<file path="src/rtl/nvm_backup_ctrl.sv">
module nvm_backup_ctrl #(
  parameter int DLY_CYC     = 4,
  parameter int ERASE_CYC   = 3,
  parameter int PROG_CYC    = 5,
  parameter int RESTORE_CYC = 6
) (
  input  logic clk,
  input  logic rst_n,
  input  logic supply_low,
  input  logic rd_req,
  input  logic wr_req,
  input  logic wr_busy,
  input  logic sw_store,
  output logic rd_grant,
  output logic wr_grant,
  output logic busy,
  output logic nv_erase,
  output logic nv_prog,
  output logic nv_restore
);

  localparam int M1 = (DLY_CYC > ERASE_CYC) ? DLY_CYC : ERASE_CYC;
  localparam int M2 = (PROG_CYC > RESTORE_CYC) ? PROG_CYC : RESTORE_CYC;
  localparam int MX = (M1 > M2) ? M1 : M2;
  localparam int CW = $clog2(MX) + 1;

  typedef enum logic [2:0] {S_RUN, S_DRAIN, S_ERASE, S_PROG, S_RESTORE} st_t;

  st_t           st;
  logic [CW-1:0] cnt;
  logic          dirty, recall_pend, low_seen, wr_busy_q;
  logic          wr_fin, low_new, cnt_zero, sram_en;

  assign wr_fin   = wr_busy_q & ~wr_busy;
  assign low_new  = supply_low & ~low_seen;
  assign cnt_zero = (cnt == '0);
  assign sram_en  = (st == S_RUN) || (st == S_DRAIN);

  assign rd_grant   = rd_req & sram_en;
  assign wr_grant   = wr_req & sram_en & ~supply_low;
  assign nv_erase   = (st == S_ERASE);
  assign nv_prog    = (st == S_PROG);
  assign nv_restore = (st == S_RESTORE);
  assign busy       = nv_erase | nv_prog | nv_restore;

  always_ff @(posedge clk or negedge rst_n) begin
    if (!rst_n) begin
      st          <= S_RUN;
      cnt         <= '0;
      dirty       <= 1'b0;
      recall_pend <= 1'b1;
      low_seen    <= 1'b0;
      wr_busy_q   <= 1'b0;
    end else begin
      wr_busy_q <= wr_busy;
      if (wr_fin) dirty <= 1'b1;
      if (!supply_low) begin
        low_seen <= 1'b0;
      end else if (low_new) begin
        low_seen    <= 1'b1;
        recall_pend <= 1'b1;
      end
      if (!cnt_zero) cnt <= cnt - 1'b1;
      case (st)
        S_RUN: begin
          if (recall_pend && !supply_low) begin
            st          <= S_RESTORE;
            cnt         <= CW'(RESTORE_CYC - 1);
            recall_pend <= 1'b0;
          end else if (low_new) begin
            if (dirty || wr_fin) begin
              st  <= S_DRAIN;
              cnt <= CW'(DLY_CYC - 1);
            end
          end else if (sw_store && !supply_low) begin
            st  <= S_ERASE;
            cnt <= CW'(ERASE_CYC - 1);
          end
        end
        S_DRAIN: if (cnt_zero) begin
          st  <= S_ERASE;
          cnt <= CW'(ERASE_CYC - 1);
        end
        S_ERASE: if (cnt_zero) begin
          st  <= S_PROG;
          cnt <= CW'(PROG_CYC - 1);
        end
        S_PROG: if (cnt_zero) begin
          st    <= S_RUN;
          dirty <= 1'b0;
        end
        S_RESTORE: if (cnt_zero) begin
          st    <= S_RUN;
          dirty <= 1'b0;
        end
        default: st <= S_RUN;
      endcase
    end
  end

  p_phase_onehot_r6: assert property (@(posedge clk) disable iff (!rst_n)
    $onehot0({nv_erase, nv_prog, nv_restore}));

  p_erase_then_prog_r6: assert property (@(posedge clk) disable iff (!rst_n)
    $fell(nv_erase) |-> nv_prog);

  p_store_has_cause_r7: assert property (@(posedge clk) disable iff (!rst_n)
    $rose(nv_erase) |-> $past(st == S_DRAIN || sw_store));

  p_dirty_low_drains_r5: assert property (@(posedge clk) disable iff (!rst_n)
    (st == S_RUN && low_new && dirty) |=> (st == S_DRAIN));

  p_clean_low_idle_r4: assert property (@(posedge clk) disable iff (!rst_n)
    (st == S_RUN && supply_low && !dirty && !wr_fin) |=> !busy);

  p_recall_has_cause_r9: assert property (@(posedge clk) disable iff (!rst_n)
    $rose(nv_restore) |-> $past(recall_pend && !supply_low));

  p_clean_after_store_r10: assert property (@(posedge clk) disable iff (!rst_n)
    $fell(nv_prog) |-> !dirty);

endmodule

</file>
<file path="config.mk">
export PLATFORM = sky130hd
export DESIGN_NAME = nvm_backup_ctrl
export DESIGN_NICKNAME = d
export VERILOG_FILES = /design/src/rtl/nvm_backup_ctrl.sv
export SDC_FILE = /design/constraint.sdc
export NUM_CORES = 1
export LEC_CHECK = 0
export BUFFER_PORTS_ARGS = -buffer_cell sky130_fd_sc_hd__buf_4
export CAP_MARGIN = 40
export CORE_ASPECT_RATIO = 1.2
export CORE_MARGIN = 1
export CORE_UTILIZATION = 30
export CTS_BUF_LIST = sky130_fd_sc_hd__clkbuf_4 sky130_fd_sc_hd__clkbuf_8
export DETAILED_ROUTE_END_ITERATION = 8
export GPL_TIMING_DRIVEN = 0
export SLEW_MARGIN = 25
export SYNTH_ARGS = -nofsm -noshare
export SYNTH_HDL_FRONTEND = slang
export SYNTH_SLANG_ARGS = --single-unit
</file>
<file path="constraint.sdc">
create_clock -name clk -period 2.1 [get_ports clk]
set_input_delay 0.105 -clock clk [delete_from_list [all_inputs] [get_ports clk]]
set_output_delay 0.105 -clock clk [all_outputs]
set_load 0.02 [all_outputs]
</file>
# Word-level counts from Yosys, hierarchy flattened
# Cells that the tools add are included.
[word_totals]
regBits = 11
input_bits = 7
output_inout_bits = 6
word_cells = 61
[op_classes]
addsub = 1
n_eq_ne = 10
mux = 25
bitwise_logic = 10
reduce_logical = 9
[ops]
columns = ["cell", "n"]
rows = [
  ["two-way mux 4 bit", 7],
  ["two-way mux 3 bit", 7],
  ["one-hot mux 3 bit (4 select lines)", 1],
  ["one-hot mux 4 bit (3 select lines)", 1],
  ["two-way mux 1 bit", 9],
  ["inequality test 4 x 2 -> 1 bit (second input constant)", 2],
  ["equality test 3 x 2 -> 1 bit (second input constant)", 2],
  ["inequality test 2 x 1 -> 1 bit (second input constant)", 3],
  ["bitwise AND 1 bit", 5],
  ["AND reduction 5 bit", 1],
  ["logical NOT 4 bit", 1],
  ["subtractor 4 x 1 -> 4 bit (second input constant)", 1],
  ["equality test 3 x 1 -> 1 bit (second input constant)", 1],
  ["equality test 3 bit (second input constant)", 1],
  ["logical NOT 3 bit", 1],
  ["NOT 1 bit", 3],
  ["logical AND 1 bit", 2],
  ["logical OR 1 bit", 2],
  ["inequality test 2 bit (second input constant)", 1],
  ["OR 1 bit", 2],
  ["OR reduction 2 bit", 1],
  ["logical NOT 1 bit", 1],
]

# Depth between registers and ports, before layout
# Gate-level depths: netlist of the first run.
[depth]
ltp_word = 7
mapped_depth = 7
mapped_depth_nobuf = 7

# Least setup slack after synthesis of the first run
# OpenSTA, ideal clock, no wires.
[synth_timing]
path_type = "register to register"
start = "reg cnt[0]"
end = "reg cnt[0]"
setup_time_ps = 126
arrival_time_ps = 1510
t_required_ps = 1974
slack_ps = 464
path_stages_with_launch = 8
path_buffers = 0
synth_period_minus_slack_ps = 1636
cell_sequence = "dfrtp_1 > inv_1 > ha_1 > nor3b_4 > inv_2 > ha_1 > a21oi_1 > a311o_1"
[synth_via]
elab_chain_len = 6
word_cells_on_any_way = 10
classes_between = "1 x add/sub; 8 x mux; 1 x reduce/logical"
[synth_rtl]
columns = ["item", "line_no", "source"]
rows = [
  ["from (decl)", "30", "logic [CW-1:0] cnt;"],
  ["from (signal assigned)", "63", "if (!cnt_zero) cnt <= cnt - 1'b1;"],
  ["from (signal assigned)", "68", "cnt <= CW'(RESTORE_CYC - 1);"],
  ["from (signal assigned)", "73", "cnt <= CW'(DLY_CYC - 1);"],
  ["subtractor 4 x 1 -> 4 bit / logical NOT 4 bit (equally long branches)", "63, 36", ""],
  ["two-way mux 4 bit", "63", ""],
  ["two-way mux 4 bit, on equally long branches", "75, 71", ""],
  ["two-way mux 4 bit", "70", "end else if (low_new) begin"],
  ["two-way mux 4 bit", "66", "if (recall_pend && !supply_low) begin"],
  ["one-hot mux 4 bit (3 select lines) *", "64", "case (st)"],
]
# Every way passes the cells marked *; elsewhere a longest branch is shown, timed or not.
# A chain may end at the register's enable or synchronous reset.

# Worst setup path after layout of the first run
[layout_timing]
start = "reg cnt[0]"
end = "reg cnt[1]"
# The elaborated chain is that of the path after synthesis.

==> impl_results.md, run 1 <==
- PortBufs: 12
- I/O Pins: 13
- Max_slew headroom: 60.9%
- Setup TNS: 0 ps
- Root Buffer: clkbuf_4
- Core ar.: 2090 um2
- # setup viols final: 0
- RSZ-0062 raised after global routing: no
- Critical Path Source Type: flop
- Ys async rst share: 100%
- Synthesized-area fraction occupied by adder cells: 3.70%
- Min-delay worst type: in2reg
- Share of the synthesized area in the top cell type: 37.0%
- Least-Margin Pin Slew: 581 ps
- Synth Instances: 77
- Via density: 5.01
- DRC Markers: 0
- Clock power frac: 13.0%
- Cell variety after synth: 32
- Wire length per cell: 12.4 um
- Antenna viol nets, final: 0
- First-pass DRT Iterations: 5
- Synth Area per Inst: 8.79 um2
- Post-DP HPWL: 1.10 mm
- Seq/Total Area, Yosys: 40.9%
- MaxCap Viol Count: 0
- Postcts setup bufs: 0
- CP endpoint kind: flop
- Vias in the first global route: 587
- Crit path kind: reg2reg
- Clk_skew: 12.0 ps
- Sequential share of power: 28.4%
- CTS clock-pin slew for the worst setup and hold paths: 80 ps
- Flops & latches, synth: 11
- Total gr overflow: 0
- Die area: 2450 um2
- Top_reg_cell synth: dfrtp_1
- Worst skew pair latency: 290 ps
- Hold-fix buffers at CTS: 2
- Status: completed
- Fin. Hold Viols: 0
- Crit path DAT: 2080 ps
- Main combinational cell family by area after synthesis: simple AND/OR/NAND/NOR gates
- Synth cell count leaders: a21oi_1 (10), dfrtp_1 (10), nand2_1 (6)
- VDD IR-drop max: 0.563 mV
- Internal: 0.000743 W
- Slew Limit Fails: 0
- Required @ worst endpoint: 2320 ps
- Via count: 626
- Area contributors post-synth: dfrtp_1 (37%), a21oi_1 (7.4%), dfstp_2 (3.9%)
- Chip Height: 54.0 um
- Largest net degree at the start of global routing: 12
- Post-cts resize count: 0
- Post-Synth XOR/XNOR Area: 1.29%
- Initial Utilization: 32.3%
- Rows: 18
- Number of synthesized flops with an enable pin: 0
- Die W: 45.4 um
- Gr usage total: 15.6%
- Htree depth: 1
- First-pass GRT wire length: 2.64 mm
- DP Cell Count: 119
- Syn Std Cell Area: 677 um2
- Switch Pwr: 0.000583 W
- Power per cell area: 1550 nW/um2
- Multiplexer share of the synthesized area: 3.70%
- Leak: 0.388 nW
- CTS tree: done
- Synth warnings: 0
- Synth Area in Simple Gates: 24.6%
- Fraction of layout cells with a size suffix above 1: 23.2%
- Gpl congestion: 0.844
- Ant diodes: 0
- Clk buf depth: 2
- CTS sink count: 11
- Max Fclk: 538 MHz
- Net count after synthesis: 86
- Finished Layout Cells: 125
- Sw Ratio: 44.0%
- Routed WL: 1.56 mm
- Initial antenna violation count: 0
- Syn-to-layout area delta: 26.2%
- Nets: 105
- Final Cell Area: 855 um2
- CTS Buf Count: 3
- Initial DRC Count: 10
- Critical Path Fanout Max: 5
- Post-Place Cell Area: 805 um2
- Post-synth top area cell: dfrtp_1
- Logic pwr share: 58.6%
- Final period utilization: 88.5%
- Min Tclk post-route: 1860 ps
- Synth Area in Compound Gates: 20.3%
[layout by cell type (no fill, tap or decap), drive strengths merged]
cell | netlist | routed
a311o | 1 | 1
xor2 | 1 | 1
ha | 2 | 2
nand2 | 6 | 6
o22ai | 1 | 1
and3 | 1 | 1
dlygate4sd3 | 0 | 2
dfrtp | 10 | 10
a2111oi | 1 | 1
or2 | 1 | 1
or3 | 2 | 2
nor4b | 1 | 1
a2bb2oi | 1 | 1
inv | 6 | 6
a31oi | 1 | 1
o211ai | 1 | 1
a21boi | 1 | 1
nor3 | 2 | 2
o31ai | 1 | 1
nor2 | 5 | 5
or4bb | 1 | 1
nand3 | 1 | 1
o21ai | 5 | 5
dfstp | 1 | 1
buf | 0 | 12
mux2i | 1 | 1
a21oi | 10 | 10
nor2b | 3 | 3
nand2b | 3 | 3
nor3b | 2 | 2
clkbuf | 4 | 8
mux2 | 1 | 1
[power by group through the flow]
stage	Sequential [W]	Clock, W	Combinational (W)
after floorplan	0.000361	0	0.000582
after global placement	0.000378	0	0.000761
after detailed placement	0.000381	0	0.000763
after CTS	0.000376	0.000176	0.000774
after global routing	0.000386	0.000185	0.000860
final	0.000377	0.000172	0.000777
[worst max-delay path, cell delays in order, from the launching register on]
cell and delay, ps:
dfrtp_1 380, inv_1 80, ha_1 240, nor3b_4 320, inv_2 110, mux2_4 310, a31oi_1 170, a2bb2oi_1 170
[cell type report]
| type | instances | area, um2 |
|---|---|---|
| sequential | 11 | 277 |
| multi-input combinational | 56 | 363 |
| timing repair buffer | 14 | 110 |
| clock buffer | 4 | 30.0 |
| inverter | 6 | 22.5 |
| fill | 212 | 1240 |
| buffer | 4 | 15.0 |
| tap | 30 | 37.5 |
[sequential cells by signal, summed over array words and instances, names as in the netlist]
signal / cells
cnt: 4
wr_busy_q: 1
recall_pend: 1
dirty: 1
low_seen: 1
st: 3
[per-layer routing]
| metal | up-vias | share of wire, % | global-route usage (%) |
|---|---|---|---|
| li1 | 313 | - | - |
| met1 | 279 | 46 | 19.8 |
| met2 | 27 | 43 | 22.2 |
| met3 | 7 | 6.0 | 3.02 |
| met4 | 0 | 4.7 | 13.1 |
| met5 | - | 0 | 0 |
[stage by stage]
stage / power, W / utilization [%] / setup WS (ps) / hold WS [ps]
after floorplan: 0.000943 / - / 464 / -191
after global placement: 0.00114 / 38.4 / 261 / -48.9
after detailed placement: 0.00114 / 38.4 / 251 / -49.8
after CTS: 0.00133 / 40.8 / 225 / 45.8
after global routing: 0.00143 / 40.8 / 82.3 / 70.9
final: 0.00133 / 40.8 / 241 / 51.5
[final timing paths]
kind                                 start  slack [ps]          end  cells past startpoint
min in group asynchronous            rst_n         170       cnt[1]                      2
worst max register to register      cnt[0]         240       cnt[1]                      7
max in group asynchronous            rst_n        1690  recall_pend                      2
worst min register to register    low_seen         410  recall_pend                      1
worst min-delay path            supply_low          50     low_seen                      2
worst max-delay path                cnt[0]         240       cnt[1]                      7
[cells by family (layout without fill, tap and decap cells)]
| family | after synthesis | after routing |
|---|---|---|
| AO/OA/AOI/OAI | 23 | 23 |
| multiplexers | 2 | 2 |
| adder cells (fa/ha/maj) | 2 | 2 |
| buffers and inverters | 10 | 28 |
| flip-flops | 11 | 11 |
| AND/OR/NAND/NOR | 28 | 28 |
| XOR/XNOR | 1 | 1 |
Power figures use the tool's default switching activity.
==> run 2, diff against run 1 <==
==> config.mk (replaced) <==
export PLATFORM = sky130hd
export DESIGN_NAME = nvm_backup_ctrl
export DESIGN_NICKNAME = d
export VERILOG_FILES = /design/src/rtl/nvm_backup_ctrl.sv
export SDC_FILE = /design/constraint.sdc
export NUM_CORES = 1
export LEC_CHECK = 0
export CAP_MARGIN = 40
export CORE_ASPECT_RATIO = 1.2
export CORE_MARGIN = 1
export CORE_UTILIZATION = 30
export CTS_BUF_LIST = sky130_fd_sc_hd__clkbuf_16
export DETAILED_ROUTE_END_ITERATION = 8
export DONT_BUFFER_PORTS = 1
export GPL_TIMING_DRIVEN = 0
export RECOVER_POWER = 100
export SLEW_MARGIN = 25
export SYNTH_ARGS = -nofsm -noshare
export SYNTH_HDL_FRONTEND = slang
export SYNTH_SLANG_ARGS = --single-unit
==> run 2 against run 1 <==
  * Routed wire length up 1.8%
  * Sequential share of layout area up 1.2 points
  * First-iteration DRC count up 80%
==> impl_results.md, run 2 (synthesis gave the netlist of run 1 again) <==
- Clock power frac: 24.2% (+11 points)
- Critical Path Source Type: flop
- CP cell instances: inv_1 -> ha_1 -> nor3b_4 -> inv_2 -> mux2_1 -> a31oi_1 -> a2bb2oi_1
- # setup viols final: 0 (unchanged)
- Clk_skew: 2.49 ps (-9.46 ps)
- Routed WL: 1.58 mm (+1.8%)
- Top reg by flops: cnt
- DP Cell Count: 108 (-9.2%)
- Worst skew pair latency: 240 ps (-50 ps)
- Setup TNS: 0 ps (unchanged)
- Top Registers: cnt x4, st x3
- Min Tclk post-route: 1960 ps (+97.2 ps)
- Max Fclk: 511 MHz (-5.0%)
- First-pass GRT wire length: 2.64 mm (-0.26%)
- Flop2flop setup slack: 140 ps (-100 ps)
- Via count: 602 (-3.8%)
- Max_slew headroom: 56.2% (-4.6 points)
- Hold-fix buffers at CTS: 3 (+1)
- Gr usage total: 16.0% (+0.46 points)
- Nets: 95 (-9.5%)
- I/O Pins: 13 (unchanged)
- Sequential share of power: 27.0% (-1.4 points)
- CTS sink count: 11 (unchanged)
- Crit path kind: reg2reg
- Chip Height: 54.0 um (unchanged)
- Logic pwr share: 48.8% (-9.8 points)
- Leak: 0.352 nW (-9.2%)
- RSZ-0062 raised after global routing: no
- Syn-to-layout area delta: 21.6%
- Internal: 0.000828 W (+12%)
- Final Cell Area: 823 um2 (-3.7%)
- Fin Hold WS: 30.4 ps (-21.1 ps)
- Post-Place Cell Area: 719 um2 (-11%)
- Power per cell area: 1720 nW/um2 (+11%)
- PortBufs: 0 (-12)
- Final period utilization: 93.1% (+4.6 points)
- Commonest cells after routing, fill and taps aside: a21oi_1 (10), dfrtp_1 (10), inv_1 (6), nand2_1 (6)
- Fin. Hold Viols: 0 (unchanged)
- Via density: 5.23 (+4.5%)
- Initial antenna violation count: 0 (unchanged)
- Least-Margin Pin Slew: 655 ps (+74.3 ps)
- Clk buf depth: 2 (unchanged)
- Min-delay worst type: in2reg
- Slew Limit Fails: 0 (unchanged)
- DRC Markers: 0 (unchanged)
- CP max stage cell: dfrtp_1
- Fraction of layout cells with a size suffix above 1: 9.41% (-14 points)
- Ant diodes: 0 (unchanged)
- CP endpoint kind: flop
- CTS Buf Count: 3 (unchanged)
- MaxCap Viol Count: 0 (unchanged)
- Finished Layout Cells: 115 (-8.0%)
- Postcts setup bufs: 0 (unchanged)
- Initial DRC Count: 18 (+8)
- Gpl congestion: 0.844 (about the same)
- Vias in the first global route: 599 (+2.0%)
- Switch Pwr: 0.000585 W (+0.24%)
- Die area: 2450 um2 (unchanged)
- Largest net degree at the start of global routing: 12 (unchanged)
- CP peak stage delay: 370 ps (about the same)
- First-pass DRT Iterations: 4 (-1)
- Critical Path Fanout Max: 5 (unchanged)
- Status: completed
- Sw Ratio: 41.4% (-2.6 points)
- CTS clock-pin slew for the worst setup and hold paths: 40 ps (-40 ps)
- Crit path DAT: 2110 ps (+30 ps)
- Core ar.: 2090 um2 (unchanged)
- Fillers: 218 (+2.8%)
- Wire length per cell: 13.8 um (+11%)
- Antenna viol nets, final: 0 (unchanged)
- Max FFs per register: 4 (unchanged)
- Root Buffer: clkbuf_16
- Htree depth: 1 (unchanged)
- Post-DP HPWL: 1.10 mm (about the same)
- CTS tree: done
- Required @ worst endpoint: 2260 ps (-60 ps)
- Initial Utilization: 32.3% (unchanged)
- Die W: 45.4 um (unchanged)
- Rows: 18 (unchanged)
- VDD IR-drop max: 0.682 mV (+21%)
- Post-cts resize count: 0 (unchanged)
- Total gr overflow: 0 (unchanged)
run 2: cell types whose count changed in the layout (fill, tap and decap cells not counted):
cell | previous run | this run
buf_4 | 12 | 0
clkbuf_4 | 4 | 0
clkbuf_16 | 0 | 3
clkbuf_1 | 4 | 5
dlygate4sd3_1 | 2 | 3
inv_1 | 5 | 6
mux2_1 | 0 | 1
mux2_4 | 1 | 0
run 2: path summary, 6_finish.rpt:
check                            from     endpoint  cells after the start
setup / recovery               cnt[0]       cnt[1]                      7
hold / removal             supply_low  recall_pend                      2
setup reg to reg               cnt[0]       cnt[1]                      7
hold reg to reg              low_seen  recall_pend                      1
max in group asynchronous       rst_n  recall_pend                      1
min in group asynchronous       rst_n       cnt[1]                      1
run 2: power groups by stage:
stage	clock network, W	registers, W	logic (W)
final	0.000342	0.000381	0.000690
after global routing	0.000356	0.000393	0.000783
after CTS	0.000353	0.000379	0.000715
after detailed placement	0	0.000381	0.000692
after global placement	0	0.000379	0.000673
after floorplan	0	0.000361	0.000582
run 2: per-stage QoR:
stage                     util, %  total power [W]  worst slack [ps]
after floorplan                 -         0.000943               464
after global placement       34.1          0.00105               264
after detailed placement     34.3          0.00107               218
after CTS                    39.5          0.00145               174
after global routing         39.3          0.00153              48.3
final                        39.3          0.00141               144
run 2: area by class of cell:
cell class                      count  area [um2]  share of cell area [%]
Inverter                            6        22.5                    2.74
Clock inverter                      1        3.75                   0.456
Sequential cell                    11         277                    33.6
Multi-Input combinational cell     56         359                    43.6
Buffer                              4        15.0                    1.82
Tap cell                           30        37.5                    4.56
Clock buffer                        3        75.1                    9.12
Timing Repair Buffer                4        33.8                    4.10
run 2: routing by layer:
| layer | wire length, um | up-vias | global-route usage (%) |
|---|---|---|---|
| met4 | 53 | 0 | 14.1 |
| met3 | 56 | 4 | 4.36 |
| met5 | 0 | - | 0 |
| met1 | 719 | 293 | 19.3 |
| li1 | - | 287 | - |
| met2 | 753 | 18 | 22.9 |
run 2: worst max-delay path, delay by kind of cell, from the launching register on:
family / cells / cell delay (ps)
fa+ha+maj: 1 / 240
simple gates: 1 / 320
compound gates: 2 / 390
mux: 1 / 350
flops: 1 / 370
buf+inv: 2 / 190
==> run 3, diff against run 2 <==
--- a/config.mk
+++ b/config.mk
@@ -14,6 +14,7 @@
 export DONT_BUFFER_PORTS = 1
 export GPL_TIMING_DRIVEN = 0
 export RECOVER_POWER = 100
+export REMOVE_ABC_BUFFERS = 1
 export SLEW_MARGIN = 25
 export SYNTH_ARGS = -nofsm -noshare
 export SYNTH_HDL_FRONTEND = slang
==> run 3 against run 2 <==
  * Final cell count down 3.5%
  * Sequential share of layout area up 0.47 points
  * Sequential power increased by 16%
  * Clock power about the same
  * Worst hold slack worse by 2.4 ps
  * Total power fell by 1.1%
  * Global-route usage fell by 2.3 points
  * Die area is the same
  * Combinational power decreased by 11%
  * Clock skew down 0.59 ps
  * Count of clock-buffer cells in the layout did not move
  * Critical path depth unchanged
  * Critical endpoint unchanged
  * Largest power group unchanged
==> impl_results.md, run 3 (synthesis gave the netlist of run 1 again) <==
- Max FFs per register: 4 (unchanged)
- Logic pwr share: 44.0% (-4.8 points)
- Final period utilization: 89.3% (-3.8 points)
- Vias in the first global route: 547 (-8.7%)
- Status: completed
- Crit path DAT: 2030 ps (-80 ps)
- Initial antenna violation count: 0 (unchanged)
- Initial DRC Count: 13 (-5)
- Fin worst setup slack: 224 ps (+80.1 ps)
- Least-Margin Pin Slew: 676 ps (+21.6 ps)
- Gr usage total: 13.8% (-2.3 points)
- Met3 Use GR: 4.03% (-0.34 points)
- MaxCap Viol Count: 0 (unchanged)
- Htree depth: 1 (unchanged)
- Slew Limit Fails: 0 (unchanged)
- Min Tclk post-route: 1880 ps (-80.1 ps)
- Fin. Hold Viols: 0 (unchanged)
- Top Registers: cnt x4, st x3
- CTS clock-pin slew for the worst setup and hold paths: 40 ps (about the same)
- First-pass GRT wire length: 2.37 mm (-10%)
- Switch Pwr: 0.000565 W (-3.4%)
- CTS Buf Count: 3 (unchanged)
- Initial Utilization: 32.3% (unchanged)
- Wire length per cell: 12.8 um (-7.1%)
- Gpl congestion: 0.783 (-7.2%)
- Fillers: 209 (-4.1%)
- Largest net degree at the start of global routing: 15 (+3)
- RSZ-0062 raised after global routing: no
- First-pass DRT Iterations: 4 (unchanged)
- Setup TNS: 0 ps (unchanged)
- Post-DP HPWL: 1.05 mm (-5.0%)
- Required @ worst endpoint: 2250 ps (about the same)
- Met2 Use GR: 23.4% (+0.48 points)
- Top reg by flops: cnt
- Via count: 563 (-6.5%)
- PortBufs: 0 (unchanged)
- CTS tree: done
- Sequential share of power: 31.7% (+4.7 points)
- Gr busiest metal: met2
- Internal: 0.000833 W (+0.52%)
- Sw Ratio: 40.4% (-0.97 points)
- # setup viols final: 0 (unchanged)
- Ant diodes: 0 (unchanged)
- Commonest cells after routing, fill and taps aside: a21oi_1 (10), dfrtp_1 (10), inv_1 (7)
- Met1 Usage GRT: 15.1% (-4.2 points)
- Syn-to-layout area delta: 20.0%
- R2R cell count: 7 (unchanged)
- CTS sink count: 11 (unchanged)
- DRC Markers: 0 (unchanged)
- Clock power frac: 24.4% (+0.2 points)
- Crit path kind: reg2reg
- CP endpoint kind: flop
- Root Buffer: clkbuf_16
- Leak: 0.353 nW (+0.13%)
- Die W: 45.4 um (unchanged)
- Chip Height: 54.0 um (unchanged)
- DP Cell Count: 104 (-3.7%)
- Total gr overflow: 0 (unchanged)
- Via density: 5.07 (-3.1%)
- Max_slew headroom: 54.8% (-1.4 points)
- VDD IR-drop max: 0.929 mV (+36%)
- Min-delay worst type: in2reg
- Routed WL: 1.42 mm (-10%)
- Core ar.: 2090 um2 (unchanged)
- Antenna viol nets, final: 0 (unchanged)
- Critical Path Fanout Max: 5 (unchanged)
- Max Fclk: 533 MHz (+4.3%)
- Clk buf depth: 2 (unchanged)
- Finished Layout Cells: 111 (-3.5%)
- Fraction of layout cells with a size suffix above 1: 9.88% (+0.46 points)
- Critical Path Source Type: flop
- Nets: 91 (-4.2%)
- Rows: 18 (unchanged)
- I/O Pins: 13 (unchanged)
- Clk_skew: 1.90 ps (-0.589 ps)
- WHS Path Cells: 2 (unchanged)
- Power per cell area: 1720 nW/um2 (+0.27%)
- Die area: 2450 um2 (unchanged)
- Pre-CTS setup slack: 276 ps (+57.7 ps)
- Worst skew pair latency: 240 ps (about the same)
## run 3: cell count changes in the layout (fill, tap and decap cells not counted), sizes merged
| cell | previous run | this run |
|---|---|---|
| clkbuf | 8 | 4 |
## run 3: stage by stage
step	instance area, um2	total power [W]	utilization [%]	hold WS [ps]
finish	812	0.00140	38.8	28.0
global route	812	0.00153	38.8	61.6
CTS	813	0.00141	38.8	28.8
detailed placement	704	0.00105	33.6	-190
global placement	699	0.00104	33.4	-190
floorplan	662	0.000927	-	-191
## run 3: what timing repair did
item / CTS / global route
hold buffers: 3 / 0
hold endpoints to repair: 13 / 0
resized for setup: 0 / 0
setup buffers: 0 / 0
## run 3: area by class of cell
cell class,instances,area [um2],area share (%)
clock buffers,3,75.1,9.24
well taps,30,37.5,4.62
repair buffers,4,33.8,4.16
inverters,6,22.5,2.77
multi-input cells,56,363,44.7
clock inverters,1,3.75,0.462
flip-flops and latches,11,277,34.1
## run 3: path summary, 6_finish.rpt
| kind | start | end | slack [ps] |
|---|---|---|---|
| setup reg to reg | cnt[0] | cnt[1] | 220 |
| setup / recovery | cnt[0] | cnt[1] | 220 |
| hold reg to reg | low_seen | recall_pend | 410 |
| hold / removal | supply_low | recall_pend | 30 |
| min in group asynchronous | rst_n | low_seen | 290 |
| max in group asynchronous | rst_n | recall_pend | 1450 |
## run 3: power groups by stage
stage / clock [W] / sequential, W / combinational [W]
floorplan: 0 / 0.000408 / 0.000519
global placement: 0 / 0.000444 / 0.000595
detailed placement: 0 / 0.000446 / 0.000604
CTS: 0.000352 / 0.000442 / 0.000621
global route: 0.000359 / 0.000466 / 0.000701
finish: 0.000340 / 0.000443 / 0.000615
## run 3: worst max-delay path, cell delays in order, from the launching register on
cell,delay [ps]
dfrtp_1,370
inv_1,80
ha_1,230
nor3b_4,300
inv_1,140
mux2_4,320
a31oi_1,160
a2bb2oi_1,180
## run 3: routing by layer
metal	up-vias	part of all wire, %
met5	-	0
met4	0	2.2
met3	3	5.5
met2	15	53
met1	265	40
li1	280	-
